**src/rtl/pgpc_pkg.sv**
```systemverilog
package pgpc_pkg;
  typedef enum logic [2:0] {
    CLS_SEQ  = 3'd0,
    CLS_JMP  = 3'd1,
    CLS_CALL = 3'd2,
    CLS_WLOW = 3'd3,
    CLS_RET  = 3'd4
  } pc_cls_e;
endpackage

```
**src/rtl/pgpc_target.sv**
```systemverilog
module pgpc_target
  import pgpc_pkg::*;
#(
  parameter int PC_W = 10
) (
  input  logic [PC_W-1:0] cur_pc,
  input  logic [2:0]      cls,
  input  logic [PC_W-2:0] imm,
  input  logic [PC_W-3:0] low_val,
  input  logic            page_sel,
  input  logic [PC_W-1:0] ret_pc,
  output logic [PC_W-1:0] nxt_pc,
  output logic [PC_W-1:0] seq_pc
);
  localparam int LOW_W = PC_W - 2;

  always_comb begin
    seq_pc = cur_pc + PC_W'(1);
    case (cls)
      CLS_JMP:  nxt_pc = {page_sel, imm};
      CLS_CALL: nxt_pc = {page_sel, 1'b0, imm[LOW_W-1:0]};
      CLS_WLOW: nxt_pc = {page_sel, 1'b0, low_val};
      CLS_RET:  nxt_pc = ret_pc;
      default:  nxt_pc = seq_pc;
    endcase
  end
endmodule

```
**src/rtl/pgpc_retstack.sv**
```systemverilog
module pgpc_retstack #(
  parameter int PC_W   = 10,
  parameter int ENT_W  = 12,
  parameter int LEVELS = 2
) (
  input  logic                         clk,
  input  logic                         rst_n,
  input  logic                         push,
  input  logic                         pop,
  input  logic [PC_W-1:0]              push_pc,
  output logic [LEVELS-1:0][ENT_W-1:0] lvl
);
  localparam int PAD_W = ENT_W - PC_W;

  logic [ENT_W-1:0] push_ent;
  assign push_ent = {{PAD_W{1'b0}}, push_pc};

  for (genvar i = 0; i < LEVELS; i++) begin : g_lvl
    always_ff @(posedge clk or negedge rst_n) begin
      if (!rst_n) begin
        lvl[i] <= '0;
      end else if (push) begin
        if (i == 0) lvl[i] <= push_ent;
        else        lvl[i] <= lvl[(i == 0) ? 0 : i-1];
      end else if (pop) begin
        if (i == LEVELS-1) lvl[i] <= lvl[i];
        else               lvl[i] <= lvl[(i == LEVELS-1) ? i : i+1];
      end
    end
  end
endmodule

```
**src/rtl/pgpc_sequencer.sv**
```systemverilog
module pgpc_sequencer
  import pgpc_pkg::*;
#(
  parameter int PC_W   = 10,
  parameter int ENT_W  = 12,
  parameter int LEVELS = 2
) (
  input  logic            clk,
  input  logic            rst_n,
  input  logic            cyc_en,
  input  logic [2:0]      ctl,
  input  logic [PC_W-2:0] imm,
  input  logic [PC_W-3:0] low_val,
  input  logic            page_sel,
  output logic [PC_W-1:0] pc_o,
  output logic            w_lit_load
);
  logic [PC_W-1:0]              pc_q;
  logic [PC_W-1:0]              pc_nxt;
  logic [PC_W-1:0]              pc_inc;
  logic [LEVELS-1:0][ENT_W-1:0] stk_lvl;
  logic [ENT_W-1:0]             stk_top;
  logic                         do_push;
  logic                         do_pop;

  assign do_push = cyc_en && (ctl == CLS_CALL);
  assign do_pop  = cyc_en && (ctl == CLS_RET);
  assign stk_top = stk_lvl[0];

  pgpc_target #(.PC_W(PC_W)) u_tgt (
    .cur_pc   (pc_q),
    .cls      (ctl),
    .imm      (imm),
    .low_val  (low_val),
    .page_sel (page_sel),
    .ret_pc   (stk_top[PC_W-1:0]),
    .nxt_pc   (pc_nxt),
    .seq_pc   (pc_inc)
  );

  pgpc_retstack #(.PC_W(PC_W), .ENT_W(ENT_W), .LEVELS(LEVELS)) u_stk (
    .clk     (clk),
    .rst_n   (rst_n),
    .push    (do_push),
    .pop     (do_pop),
    .push_pc (pc_inc),
    .lvl     (stk_lvl)
  );

  always_ff @(posedge clk or negedge rst_n) begin
    if (!rst_n)      pc_q <= '1;
    else if (cyc_en) pc_q <= pc_nxt;
  end

  assign pc_o       = pc_q;
  assign w_lit_load = do_pop;
endmodule

```
**config.mk**
```make
export PLATFORM = sky130hd
export DESIGN_NAME = pgpc_sequencer
export DESIGN_NICKNAME = d
export VERILOG_FILES = /design/src/rtl/pgpc_pkg.sv /design/src/rtl/pgpc_target.sv /design/src/rtl/pgpc_retstack.sv /design/src/rtl/pgpc_sequencer.sv
export SDC_FILE = /design/constraint.sdc
export NUM_CORES = 1
export LEC_CHECK = 0
export ABC_AREA = 1
export CAP_MARGIN = 30
export CORE_UTILIZATION = 30
export CTS_CLUSTER_DIAMETER = 30
export CTS_CLUSTER_SIZE = 28
export DETAILED_ROUTE_END_ITERATION = 7
export PLACE_DENSITY = 0.59
export RECOVER_POWER = 100
export SLEW_MARGIN = 10
export SYNTH_ARGS = -nofsm -noshare
export SYNTH_HDL_FRONTEND = slang
export SYNTH_HIERARCHICAL = 1
export SYNTH_SLANG_ARGS = --single-unit
```
**constraint.sdc**
```tcl
create_clock -name clk -period 1.5 [get_ports clk]
set_clock_uncertainty 0.2 [all_clocks]
set_input_delay 0.3 -clock clk [delete_from_list [all_inputs] [get_ports clk]]
set_output_delay 0.3 -clock clk [all_outputs]
set_load 0.05 [all_outputs]
```
## After elaboration in Yosys (flattened, before gate mapping)

Index checks and enable logic that the tools add are counted.

- $add $sub $neg: 1
- Reduce and logical (&&, ||, !) cells: 3
- Muxes and demuxes: 3
- Equality and inequality tests: 4

Operator list:

| cell | number |
|---|---|
| 10-bit case mux with 4 select lines | 1 |
| 12-bit 2-to-1 mux | 2 |
| 10-bit by 1-bit adder with 10-bit output (second input constant) | 1 |
| 3-bit by 2-bit equality test with 1-bit output (second input constant) | 2 |
| 3-bit by 1-bit equality test with 1-bit output (second input constant) | 1 |
| 3-bit equality test (second input constant) | 1 |
| 1-bit logical AND | 2 |
| 2-bit nonzero test | 1 |

- Bits in registers: 34
- Output and inout bits: 11
- Input port bits: 24
- Logic and storage cells: 14

## Longest topological paths before layout

Gate-level depths: netlist of run 1.

- Word-level depth: 4
- Mapped depth: 10
- Gate-level depth less buffers: 10

## By module

Netlist of run 1, hierarchy kept.

Modules (own cells, without submodules):

| module | sequential area each (um^2) | cells each | instances | area an instance (um^2) |
|---|---|---|---|---|
| pgpc_retstack | 600.6 | 113 | 1 | 1007.2 |
| pgpc_target | 0.0 | 116 | 1 | 655.6 |
| pgpc_sequencer | 262.8 | 51 | 1 | 424.2 |

## Worst setup path before layout of run 1

OpenSTA, ideal clock, no wires.

- Kind: input -> register
- From: input port ctl[0]
- To: register u_stk/lvl[0] in the netlist's numbering
- Library setup time: 0.069 ns
- Cell stages on the path: 6
- Buffers on the path: 1
- Arrival time: 1.633 ns
- Slack: -0.402 ns
- Data required time: 1.231 ns
- Cell sequence: inv_1 nand2_1 nor2_1 buf_2 nand3_1 nand3_1

- Longest elaborated chain between the ends: 3
- Elaborated cells between the ends (all ways): 6
- Classes of those cells: eq/ne (2); mux (1); reduce/logical (3)

RTL lines:

| element | RTL line | text |
|---|---|---|
| start, declared | pgpc_sequencer.sv:11 | `input logic [2:0] ctl,` |
| 3-bit equality test | pgpc_sequencer.sv:27 | `assign do_pop = cyc_en && (ctl == CLS_RET);` |
| 1-bit logical AND | pgpc_sequencer.sv:27 |  |
| named net w_lit_load | pgpc_sequencer.sv:16 | `output logic w_lit_load` |
| 2-bit nonzero test (no source line) | - |  |
| end signal, assigned by index | pgpc_retstack.sv:24 | `else lvl[i] <= lvl[(i == 0) ? 0 : i-1];` |
| end signal, assigned by index | pgpc_retstack.sv:26 | `if (i == LEVELS-1) lvl[i] <= lvl[i];` |
| end signal, assigned by index | pgpc_retstack.sv:27 | `else lvl[i] <= lvl[(i == LEVELS-1) ? i : i+1];` |
| end, declared | pgpc_retstack.sv:11 | `output logic [LEVELS-1:0][ENT_W-1:0] lvl` |

The timed path passes the listed nets, and every way through them passes these cells.
A chain may end at the register's enable or synchronous reset.

## Final worst setup path of run 1

- From: register pc_q[0] (netlist: pc_o[0])
- To: output port pc_o[0]

RTL lines:

| element | RTL line | text |
|---|---|---|
| start, declared | pgpc_sequencer.sv:18 | `logic [PC_W-1:0] pc_q;` |
| start signal, assigned | pgpc_sequencer.sv:52 | `else if (cyc_en) pc_q <= pc_nxt;` |
| end, declared | pgpc_sequencer.sv:15 | `output logic [PC_W-1:0] pc_o,` |

No word-level cell between the ends.

==> results.md, run 1 <==
Status:
- The run finished, with violations left.
- The checks that failed: negative setup slack.

Timing:
- Setup repair after global routing could not meet its margin everywhere.
- The headroom to the max-slew limit is 48.9%.
- The highest achievable clock rate is 596 MHz.
- The final worst slack is -0.179 ns.
- The number of max-slew violations in the final report is 0.
- The post-route clock period utilization is 112%.
- The final-report hold violation count is 0.
- At the pin with the least slew margin, the transition time is 0.766 ns.
- The hold slack is 0.229 ns.
- Setup violations remaining at the end of the flow were counted as 27.
- The final sum of negative setup slack is -2.42 ns.
- The minimum clock period after layout is 1.68 ns.

Routing:
- The residual DRC count is 0.
- After detailed routing, the number of vias per cell comes to 4.85.
- The detailed-routing iteration count for the pre-antenna-repair pass is 5.
- After detailed routing, the average wire length per cell comes to 12.9 um.
- The overall via count from detail_route is 2002.
- The detailed router's first-iteration violation count is 95.
- The overall routed net length is 5340 um.
- The count of nets left with antenna violations once routing finished came out at 0.

Setup path:
- Data on the critical path is required at its endpoint by 1.00 ns.
- The signal on the critical path passes through buf_6 > buf_12.
- The critical path arrival is 1.18 ns.
- The startpoint of the most critical register-to-register path is pc_o[0].
- The critical setup path kind is reg -> out.
- In this design, the stage delay of the slowest critical-path cell is 0.65 ns.
- The critical path starts at pc_o[0].
- The setup check on the worst reg-to-reg path leaves a slack of -0.17 ns.
- The largest fanout of any net on the critical path is 3.
- The total buffers and inverters traversed by the critical path is 2.
- The worst setup path is captured at a primary output.
- The worst setup path is launched from a flip-flop.
- The top cell family by delay on the critical path is flip-flops.
- The worst register-to-register path has a depth of 10.
- The slowest stage of the critical path belongs to the cell sky130_fd_sc_hd__dfstp_4.
- The endpoint identified for the worst register-to-register timing path is pc_o[8].

Worst hold path:
- The worst min-delay path endpoint is pc_o[6].
- The beginning of the worst hold path is cyc_en.
- The worst hold path passes through 4 cells.
- In this run the worst hold path is classified as in -> reg.

GRT:
- The total overflow left after global routing is 0.
- The first-pass GRT wire length is 9070 um.
- The largest net degree at the start of global routing is 31.
- The via count of the first global-routing pass came to 2018.
- For this run, the total global-route usage over all layers was measured as 17.9%.
- The met2 global-route usage is 29.7%.
- The met3 track utilization from global routing is 4.51%.
- The met1 usage in global routing is 23.0%.
- The initial antenna violation count is 0.
- In this run the most used layer during global routing was met2.

Floorplan:
- The floorplan step set the die width to 82.5 um.
- The site row count is 28.
- The floorplan step defined a core boundary enclosing 6100 um^2.
- The I/O pin total is 35.
- The full die area is 6800 um^2.
- Measured along the y axis, the die boundary spans 82.5 um.
- Once the floorplan was initialized, standard cells occupied 31.9% of the core.

Synthesis:
- Summing every instance area after synthesis gives 1940 um^2.
- The number of nets handed over by synthesis was 290.
- In the synthesized netlist, the number of instances is 265.
- In this run the mean area of a mapped cell was 7.33 um^2.
- The number of warnings issued by yosys is 6.

Clock tree:
- Counting along the longest clock path gives a buffer depth of 2.
- The clock slew at the register clock pins of the worst setup and hold paths is 0.06 ns.
- The number of hold-repair buffers added at the cts stage is 0.
- In this run, CTS created clock tree buffers numbering 5.
- The H-tree was split into 2 levels.
- CTS saw 30 sinks.
- The tree is rooted in a sky130_fd_sc_hd__clkbuf_8.
- Clock latency on the worst-skew pair, taken at its later pin, is 0.28 ns.
- The clock tree from TritonCTS is built.

Place:
- The placed wire-length estimate after detailed placement is 3850 um.
- The number of placed instances, taps included, is 389.
- The last weighted congestion value of the routability-driven placer is 0.849.
- Input and output buffers added on the ports amount to 34.
- The post-place setup slack is -0.422 ns.

Final layout:
- Cells with a size suffix above 1 make up 38.8% of the layout.
- The number of standard cells in the final layout excluding fillers is 413.
- The share of the core filled with cells in the final layout is 50.0%.
- The area growth from synthesis to layout is 56.9%.
- After the last flow step, the layout net total stands at 362.
- The count of antenna diodes in the layout is 0.

Power and ir drop:
- The power per cell area is 1080 nW/um^2.
- VDD sags by at most 0.585 mV.
- The static leakage power is 1.47 nW.

Flow run:
- The tool flagged a number of max-cap violations equal to 0.
-- worst min-delay path, delay by kind of cell --
family                 cells  cell delay [ns]
buffers and inverters      2             0.29
AND/OR/NAND/NOR            2             0.10
-- where the power goes --
group	internal (mW)	switching, mW	total (mW)
Clock	0.495	0.319	0.814
Sequential	1.04	0.169	1.21
Combinational	0.656	0.628	1.28
-- what timing repair did --
action | in CTS | in global routing
endpoints found under the setup margin | 41 | 28
hold endpoints to repair | 0 | 0
pin swaps | 29 | 19
setup buffers | 13 | 3
gates resized for setup | 31 | 22
-- layer usage --
layer,up-vias,wire (um)
met5,-,0
met4,0,102
met3,12,273
met2,65,2620
met1,941,2350
li1,984,-
-- flip-flops by register name, summed over array words and instances (netlist names) --
| register | cells |
|---|---|
| u_stk/lvl | 20 |
| pc_o | 10 |
-- per-stage QoR --
stage | instance area (um^2) | power [mW]
2_1_floorplan | 2020 | 1.77
3_3_place_gp | 2680 | 2.28
6_report | 3050 | 3.30
3_5_place_dp | 2680 | 2.29
4_1_cts | 3000 | 3.27
5_1_grt | 3050 | 3.50
-- cell type report --
| class | count | area [um^2] |
|---|---|---|
| clock buffers | 6 | 72.6 |
| clock inverters | 2 | 37.5 |
| fillers | 605 | 3050 |
| inverters | 22 | 92.6 |
| multi-input cells | 204 | 1190 |
| flip-flops and latches | 30 | 778 |
| well taps | 75 | 93.8 |
| repair buffers | 74 | 787 |
-- how the worst max path moves through the flow --
stage,endpoint,slack [ns],depth (start not counted)
2_1_floorplan,u_stk/lvl[6],-0.15,7
6_report,pc_o[0],-0.18,2
5_1_grt,pc_o[8],-0.26,10
4_1_cts,pc_o[1],-0.18,2
3_3_place_gp,pc_o[7],-0.40,10
3_5_place_dp,pc_o[0],-0.42,10
-- cell usage in the layout (no fill, tap or decap), drive strengths merged --
cell type        n
buf             49
ha               1
o21ai            1
a21boi           6
a21oi            2
o21bai           1
dfstp           10
nor2            13
dfrtp           20
xor2             1
clkinvlp         1
clkdlybuf4s50   18
nand2          127
clkdlybuf4s15    2
and2             4
nand3           36
bufinv           1
nand3b           2
nand4            9
xnor2            1
clkbuf          10
inv             22
dlygate4sd3      1
No activity file was read; power rests on OpenSTA's default activity.
==> run 2, diff against run 1 <==
CORE_ASPECT_RATIO = 0.5   (was default)
==> results.md, run 2 (synthesis results as in run 1) <==
GRT:
- The initial antenna violation count is 0 (unchanged).
- The largest net degree at the start of global routing came to 31 (unchanged).
- The via count of the first global-routing pass is 1863 (was 2018).
- The global router's overall resource usage was 16.7% (was 17.9%).
- The first-pass GRT wire length is 8710 um (was 9070 um).
- The aggregate global routing overflow was 0 (unchanged).

Final layout:
- The count of antenna diodes in the layout was 0 (unchanged).
- The share of the core filled with cells in the final layout was 50.9% (was 50.0%).
- The register bank with the most flops is u_stk/lvl (unchanged).
- The number of flip-flops in the largest register is 20 (unchanged).
- The final net count is 364 (was 362).
- The filler cell count in the final layout was 569 (was 605).
- The combined area of the multi-input logic cells is 1190 um^2 (about the same).
- The fraction of layout instances using a drive strength above 1 is 40.6% (was 38.8%).
- Most frequent cells in the layout: sky130_fd_sc_hd__nand2_1 (105), sky130_fd_sc_hd__buf_4 (26), sky130_fd_sc_hd__nand3_1 (21) (was sky130_fd_sc_hd__nand2_1 (105), sky130_fd_sc_hd__buf_4 (24), sky130_fd_sc_hd__nand3_1 (23)).
- The most common library cell in the layout ignoring fill and taps is sky130_fd_sc_hd__nand2_1 (unchanged).
- The footprint of the flip-flops and latches was 778 um^2 (unchanged).
- The number of standard cells in the final layout excluding fillers came to 428 (was 413).
- The final cell area excluding filler cells came to 3140 um^2 (was 3050 um^2).
- The growth of design area from synthesis to finish is 61.4% (was 56.9%).

Routing:
- The detailed-routing iteration count for the pre-antenna-repair pass is 4 (was 5).
- The overall routed net length is 5210 um (was 5340 um).
- The residual DRC count is 0 (unchanged).
- The per-cell via count in the routed design came to 4.50 (was 4.85).
- The routed length per instance is 12.2 um (was 12.9 um).
- The overall via count from detail_route is 1926 (was 2002).
- The remaining antenna violation count after routing is 0 (unchanged).
- The detailed router's first-iteration violation count is 91 (was 95).

Place:
- The placed wire-length estimate after detailed placement is 3790 um (was 3850 um).
- The number of buffers inserted by port buffering is 34 (unchanged).
- The instance count after placement with tap cells included came to 408 (was 389).
- The placed instance area is 2760 um^2 (was 2680 um^2).
- The last weighted congestion value of the routability-driven placer is 0.816 (was 0.849).
- The post-place setup slack is -0.427 ns (was -0.422 ns).

Setup path:
- The startpoint of the most critical register-to-register path is pc_o[0] (unchanged).
- The launch point of the critical path is pc_o[0] (unchanged).
- The critical path arrival is 1.66 ns (was 1.18 ns).
- The largest fanout of any net on the critical path is 5 (was 3).
- The required time of the critical path is 1.46 ns (was 1.00 ns).
- The sort of element at the end of the critical path was a flip-flop (was primary output).
- The critical setup path kind is reg -> reg (was reg -> out).
- The startpoint type of the worst setup path is a flip-flop (unchanged).

Clock tree:
- The total clock buffers created by CTS came to 5 (unchanged).
- The worst-case clock buffer depth is 2 (unchanged).
- The number of hold-repair buffers added at the cts stage was 0 (unchanged).
- The clock sink total is 30 (unchanged).
- The maximum level of the CTS H-tree is 2 (unchanged).
- The later-pin clock latency in the skew report is 0.28 ns (about the same).
- The root buffer cell is sky130_fd_sc_hd__clkbuf_16 (was sky130_fd_sc_hd__clkbuf_8).
- The clock tree from TritonCTS is built (unchanged).
- The clock slew at the register clock pins of the worst setup and hold paths is 0.06 ns (about the same).

Status:
- Status: finished, violations left (unchanged).
- Violations in the final reports: negative setup slack (unchanged).

Flow run:
- The max-capacitance violation count came to 0 (unchanged).

Timing:
- Unrepaired setup endpoints after global routing: true (unchanged).
- The hold slack is 0.233 ns (was 0.229 ns).
- The number of max-slew violations in the final report was 0 (unchanged).
- The post-route clock period utilization came to 113% (was 112%).
- The final-report hold violation count is 0 (unchanged).
- The headroom to the max-slew limit is 50.2% (was 48.9%).
- The transition time at the pin with the least slew margin is 0.747 ns (was 0.766 ns).
- The minimum clock period after layout is 1.70 ns (was 1.68 ns).
- The count of endpoints failing setup in the final report came to 25 (was 27).
- The final sum of negative setup slack is -3.38 ns (was -2.42 ns).
- The final worst slack is -0.198 ns (was -0.179 ns).
- The highest achievable clock rate came to 589 MHz (was 596 MHz).

Floorplan:
- The standard cell core area was 6160 um^2 (was 6100 um^2).
- The initial standard-cell utilization of the core is 31.6% (was 31.9%).
- The die extent in y is 58.9 um (was 82.5 um).
- The full die area came to 6820 um^2 (was 6800 um^2).
- The site row count is 20 (was 28).
- The I/O pin total is 35 (unchanged).
- The chip width is 116 um (was 82.5 um).

Power and ir drop:
- The power per cell area is 1140 nW/um^2 (was 1080 nW/um^2).
- The final total power is 3.57 mW (was 3.30 mW).
- The peak supply drop is 0.382 mV (was 0.585 mV).
- The static leakage power came to 1.52 nW (was 1.47 nW).

Worst hold path:
- The beginning of the worst hold path is cyc_en (unchanged).
- The class of the tightest hold or removal check is in -> reg (unchanged).
## run 2: cell count changes in the layout (fill, tap and decap cells not counted), moves of 2 or more
cell and change:
sky130_fd_sc_hd__clkbuf_8 -4, sky130_fd_sc_hd__clkdlybuf4s15_1 -2, sky130_fd_sc_hd__buf_12 +2, sky130_fd_sc_hd__nand3_2 +2, sky130_fd_sc_hd__nand3_1 -2, sky130_fd_sc_hd__buf_4 +2, sky130_fd_sc_hd__clkbuf_16 +5
## run 2: worst paths after layout
path                                       to  slack (ns)  depth (start not counted)
worst max-delay path             u_stk/lvl[7]       -0.20                          7
worst min-delay path                  pc_o[7]        0.23                          4
worst max register to register   u_stk/lvl[7]       -0.20                          7
worst min register to register  u_stk/lvl[15]        0.27                          2
max in group asynchronous        u_stk/lvl[1]        0.20                          2
min in group asynchronous        u_stk/lvl[2]        0.42                          2
## run 2: worst max-delay path, stage by stage, from the launching register on
cell	delay (ns)
sky130_fd_sc_hd__dfstp_4	0.64
sky130_fd_sc_hd__buf_6	0.10
sky130_fd_sc_hd__nand3_4	0.09
sky130_fd_sc_hd__nor2_4	0.15
sky130_fd_sc_hd__nand3_2	0.11
sky130_fd_sc_hd__and2_4	0.18
sky130_fd_sc_hd__nand2_2	0.06
sky130_fd_sc_hd__nand3_2	0.05
## run 2: per-layer routing
metal | GRT usage (%) | vias up | wire length, um
li1 | - | 985 | -
met1 | 24.3 | 893 | 2590
met2 | 25.3 | 40 | 2360
met3 | 2.78 | 8 | 188
met4 | 4.95 | 0 | 60
met5 | 0 | - | 0
## run 2: final cells by class
cell class                      count  share of cell area (%)
Multi-Input combinational cell    204                    37.9
Timing Repair Buffer               76                    26.0
Sequential cell                    30                    24.8
Clock buffer                        6                    4.43
Tap cell                           88                    3.51
Inverter                           22                    2.95
Clock inverter                      2                   0.399
## run 2: power breakdown
part / internal [mW] / switching (mW)
clock network: 0.656 / 0.375
registers: 1.04 / 0.175
logic: 0.682 / 0.644
## run 2: what timing repair did
item                                    CTS  global route
pin swaps                                11            13
endpoints found under the setup margin   41            27
gates resized for setup                  30            26
buffers inserted                          9             3
==> run 3, diff against run 2 <==
CELL_PAD_IN_SITES_DETAIL_PLACEMENT = 1   (was default)
CELL_PAD_IN_SITES_GLOBAL_PLACEMENT = 2   (was default)
CORE_UTILIZATION = 27   (was 30)
PLACE_DENSITY = 0.82   (was 0.59)
RECOVER_POWER = 50   (was 100)
==> results.md, run 3 (synthesis results as in run 1) <==
Timing:
- Unrepaired setup endpoints after global routing: true (unchanged).
- The hold slack is 0.279 ns (was 0.233 ns).
- The transition time at the pin with the least slew margin is 0.782 ns (was 0.747 ns).
- The number of max-slew violations in the final report was 0 (unchanged).
- The count of endpoints failing setup in the final report was 25 (unchanged).
- The post-route clock period utilization came to 119% (was 113%).
- The highest achievable clock rate came to 559 MHz (was 589 MHz).
- The headroom to the max-slew limit is 47.9% (was 50.2%).
- The final worst slack is -0.288 ns (was -0.198 ns).
- The final-report hold violation count came to 0 (unchanged).
- The minimum clock period after layout is 1.79 ns (was 1.70 ns).

GRT:
- The initial antenna violation count was 0 (unchanged).
- The global router's overall resource usage is 18.3% (was 16.7%).
- The via count of the first global-routing pass came to 2030 (was 1863).
- The first-pass GRT wire length is 10200 um (was 8710 um).
- The aggregate global routing overflow is 0 (unchanged).
- The largest net degree at the start of global routing is 31 (unchanged).

Routing:
- The met1 wire length came to 3180 um (was 2590 um).
- The highest routed metal layer is met4 (unchanged).
- The overall via count from detail_route is 1955 (was 1926).
- The residual DRC count was 0 (unchanged).
- The routed length per instance is 14.8 um (was 12.2 um).
- The remaining antenna violation count after routing is 0 (unchanged).
- The per-cell via count in the routed design was 4.50 (about the same).
- The detailed router's first-iteration violation count came to 58 (was 91).
- The length of routed met3 wiring is 139 um (was 188 um).
- The met2 wire length is 3020 um (was 2360 um).
- The detailed-routing iteration count for the pre-antenna-repair pass is 4 (unchanged).
- The overall routed net length came to 6410 um (was 5210 um).

Place:
- The number of buffers inserted by port buffering is 34 (unchanged).
- The last weighted congestion value of the routability-driven placer is 0.788 (was 0.816).
- The placed wire-length estimate after detailed placement is 4730 um (was 3790 um).
- The instance count after placement with tap cells included came to 414 (was 408).
- The post-place setup slack is -0.496 ns (was -0.427 ns).

Power and ir drop:
- The final total power came to 3.65 mW (was 3.57 mW).
- The power per cell area is 1150 nW/um^2 (was 1140 nW/um^2).
- The peak supply drop is 0.432 mV (was 0.382 mV).
- The static leakage power was 1.56 nW (was 1.52 nW).

Final layout:
- The most common library cell in the layout ignoring fill and taps is sky130_fd_sc_hd__nand2_1 (unchanged).
- The number of standard cells in the final layout excluding fillers is 434 (was 428).
- The count of antenna diodes in the layout came to 0 (unchanged).
- The growth of design area from synthesis to finish came to 64.0% (was 61.4%).
- The number of flip-flops in the largest register came to 20 (unchanged).
- The fraction of layout instances using a drive strength above 1 is 40.6% (about the same).
- The final net count is 366 (was 364).
- The register bank with the most flops is u_stk/lvl (unchanged).
- Most frequent cells in the layout: sky130_fd_sc_hd__nand2_1 (102), sky130_fd_sc_hd__buf_4 (32), sky130_fd_sc_hd__nand2_2 (22), sky130_fd_sc_hd__nand3_1 (22), sky130_fd_sc_hd__dfrtp_1 (20) (was sky130_fd_sc_hd__nand2_1 (105), sky130_fd_sc_hd__buf_4 (26), sky130_fd_sc_hd__nand3_1 (21)).
- The filler cell count in the final layout is 797 (was 569).

Floorplan:
- The I/O pin total is 35 (unchanged).
- The standard cell core area is 6810 um^2 (was 6160 um^2).
- The site row count was 21 (was 20).
- The chip width is 122 um (was 116 um).
- The full die area is 7560 um^2 (was 6820 um^2).
- The die extent in y is 62.0 um (was 58.9 um).
- The initial standard-cell utilization of the core was 28.6% (was 31.6%).

Worst hold path:
- The class of the tightest hold or removal check was reg -> reg (was in -> reg).

Clock tree:
- The later-pin clock latency in the skew report was 0.28 ns (about the same).
- The clock tree from TritonCTS is built (unchanged).
- The worst-case clock buffer depth is 2 (unchanged).
- The maximum level of the CTS H-tree is 2 (unchanged).
- The clock slew at the register clock pins of the worst setup and hold paths is 0.06 ns (about the same).
- The clock sink total was 30 (unchanged).
- The root buffer cell is sky130_fd_sc_hd__clkbuf_16 (unchanged).
- The total clock buffers created by CTS was 5 (unchanged).

Setup path:
- The required time of the critical path is 1.45 ns (was 1.46 ns).
- The startpoint type of the worst setup path is a flip-flop (unchanged).
- The critical path arrival was 1.74 ns (was 1.66 ns).
- The critical setup path kind was reg -> reg (unchanged).
- The sort of element at the end of the critical path is a flip-flop (unchanged).
- The largest fanout of any net on the critical path is 5 (unchanged).

Status:
- Status: finished, violations left (unchanged).
- Violations in the final reports: negative setup slack (unchanged).

Flow run:
- The max-capacitance violation count is 0 (unchanged).
[run 3: path summary, 6_finish.rpt]
check                      cells past startpoint          start  slack (ns)            end
max                                            7        pc_o[1]       -0.29   u_stk/lvl[9]
min                                            2  u_stk/lvl[13]        0.28  u_stk/lvl[13]
max reg2reg                                    7        pc_o[1]       -0.29   u_stk/lvl[9]
min reg2reg                                    2  u_stk/lvl[13]        0.28  u_stk/lvl[13]
max in group asynchronous                      2          rst_n        0.17   u_stk/lvl[7]
min in group asynchronous                      2          rst_n        0.43  u_stk/lvl[20]
[run 3: cell type report]
class / instances / area (um^2) / share of cell area (%)
Sequential cell: 30 / 778 / 24.4
Tap cell: 92 / 115 / 3.61
Inverter: 22 / 92.6 / 2.91
Clock buffer: 6 / 139 / 4.36
Clock inverter: 2 / 12.5 / 0.393
Timing Repair Buffer: 78 / 841 / 26.4
Multi-Input combinational cell: 204 / 1210 / 37.9
[run 3: stage by stage]
stage          area (um^2)  util, %  TNS [ns]
2_1_floorplan         2020        -     -1.39
5_1_grt               3190     46.8     -6.18
3_5_place_dp          2770     40.7    -12.74
4_1_cts               3070     45.1     -4.22
3_3_place_gp          2770     40.7    -11.00
6_report              3190     46.8     -4.76
[run 3: worst max-delay path, cell delays in order, from the launching register on]
cell	delay (ns)
sky130_fd_sc_hd__dfstp_4	0.63
sky130_fd_sc_hd__buf_4	0.12
sky130_fd_sc_hd__nand3_4	0.09
sky130_fd_sc_hd__nor2_4	0.21
sky130_fd_sc_hd__nand3_2	0.12
sky130_fd_sc_hd__and2_4	0.15
sky130_fd_sc_hd__nand2_2	0.07
sky130_fd_sc_hd__nand3_2	0.06
[run 3: what timing repair did]
item                                    in CTS  in global routing
setup buffers                                7                  5
hold buffers                                 0                  0
resized for setup                           30                 22
pin swaps                                   16                 15
endpoints found under the setup margin      41                 26
[run 3: layer usage]
| layer | global-route usage (%) | vias to the layer above |
|---|---|---|
| li1 | - | 995 |
| met1 | 24.9 | 933 |
| met2 | 29.6 | 21 |
| met3 | 3.56 | 6 |
| met4 | 6.35 | 0 |
| met5 | 0 | - |
[run 3: report_power, final]
group | leakage (nW) | total [mW] | switching [mW] | internal [mW]
clock | 0.0729 | 1.05 | 0.389 | 0.657
combinational | 1.11 | 1.38 | 0.683 | 0.692
sequential | 0.374 | 1.23 | 0.191 | 1.04
total | 1.56 | 3.65 | 1.26 | 2.39
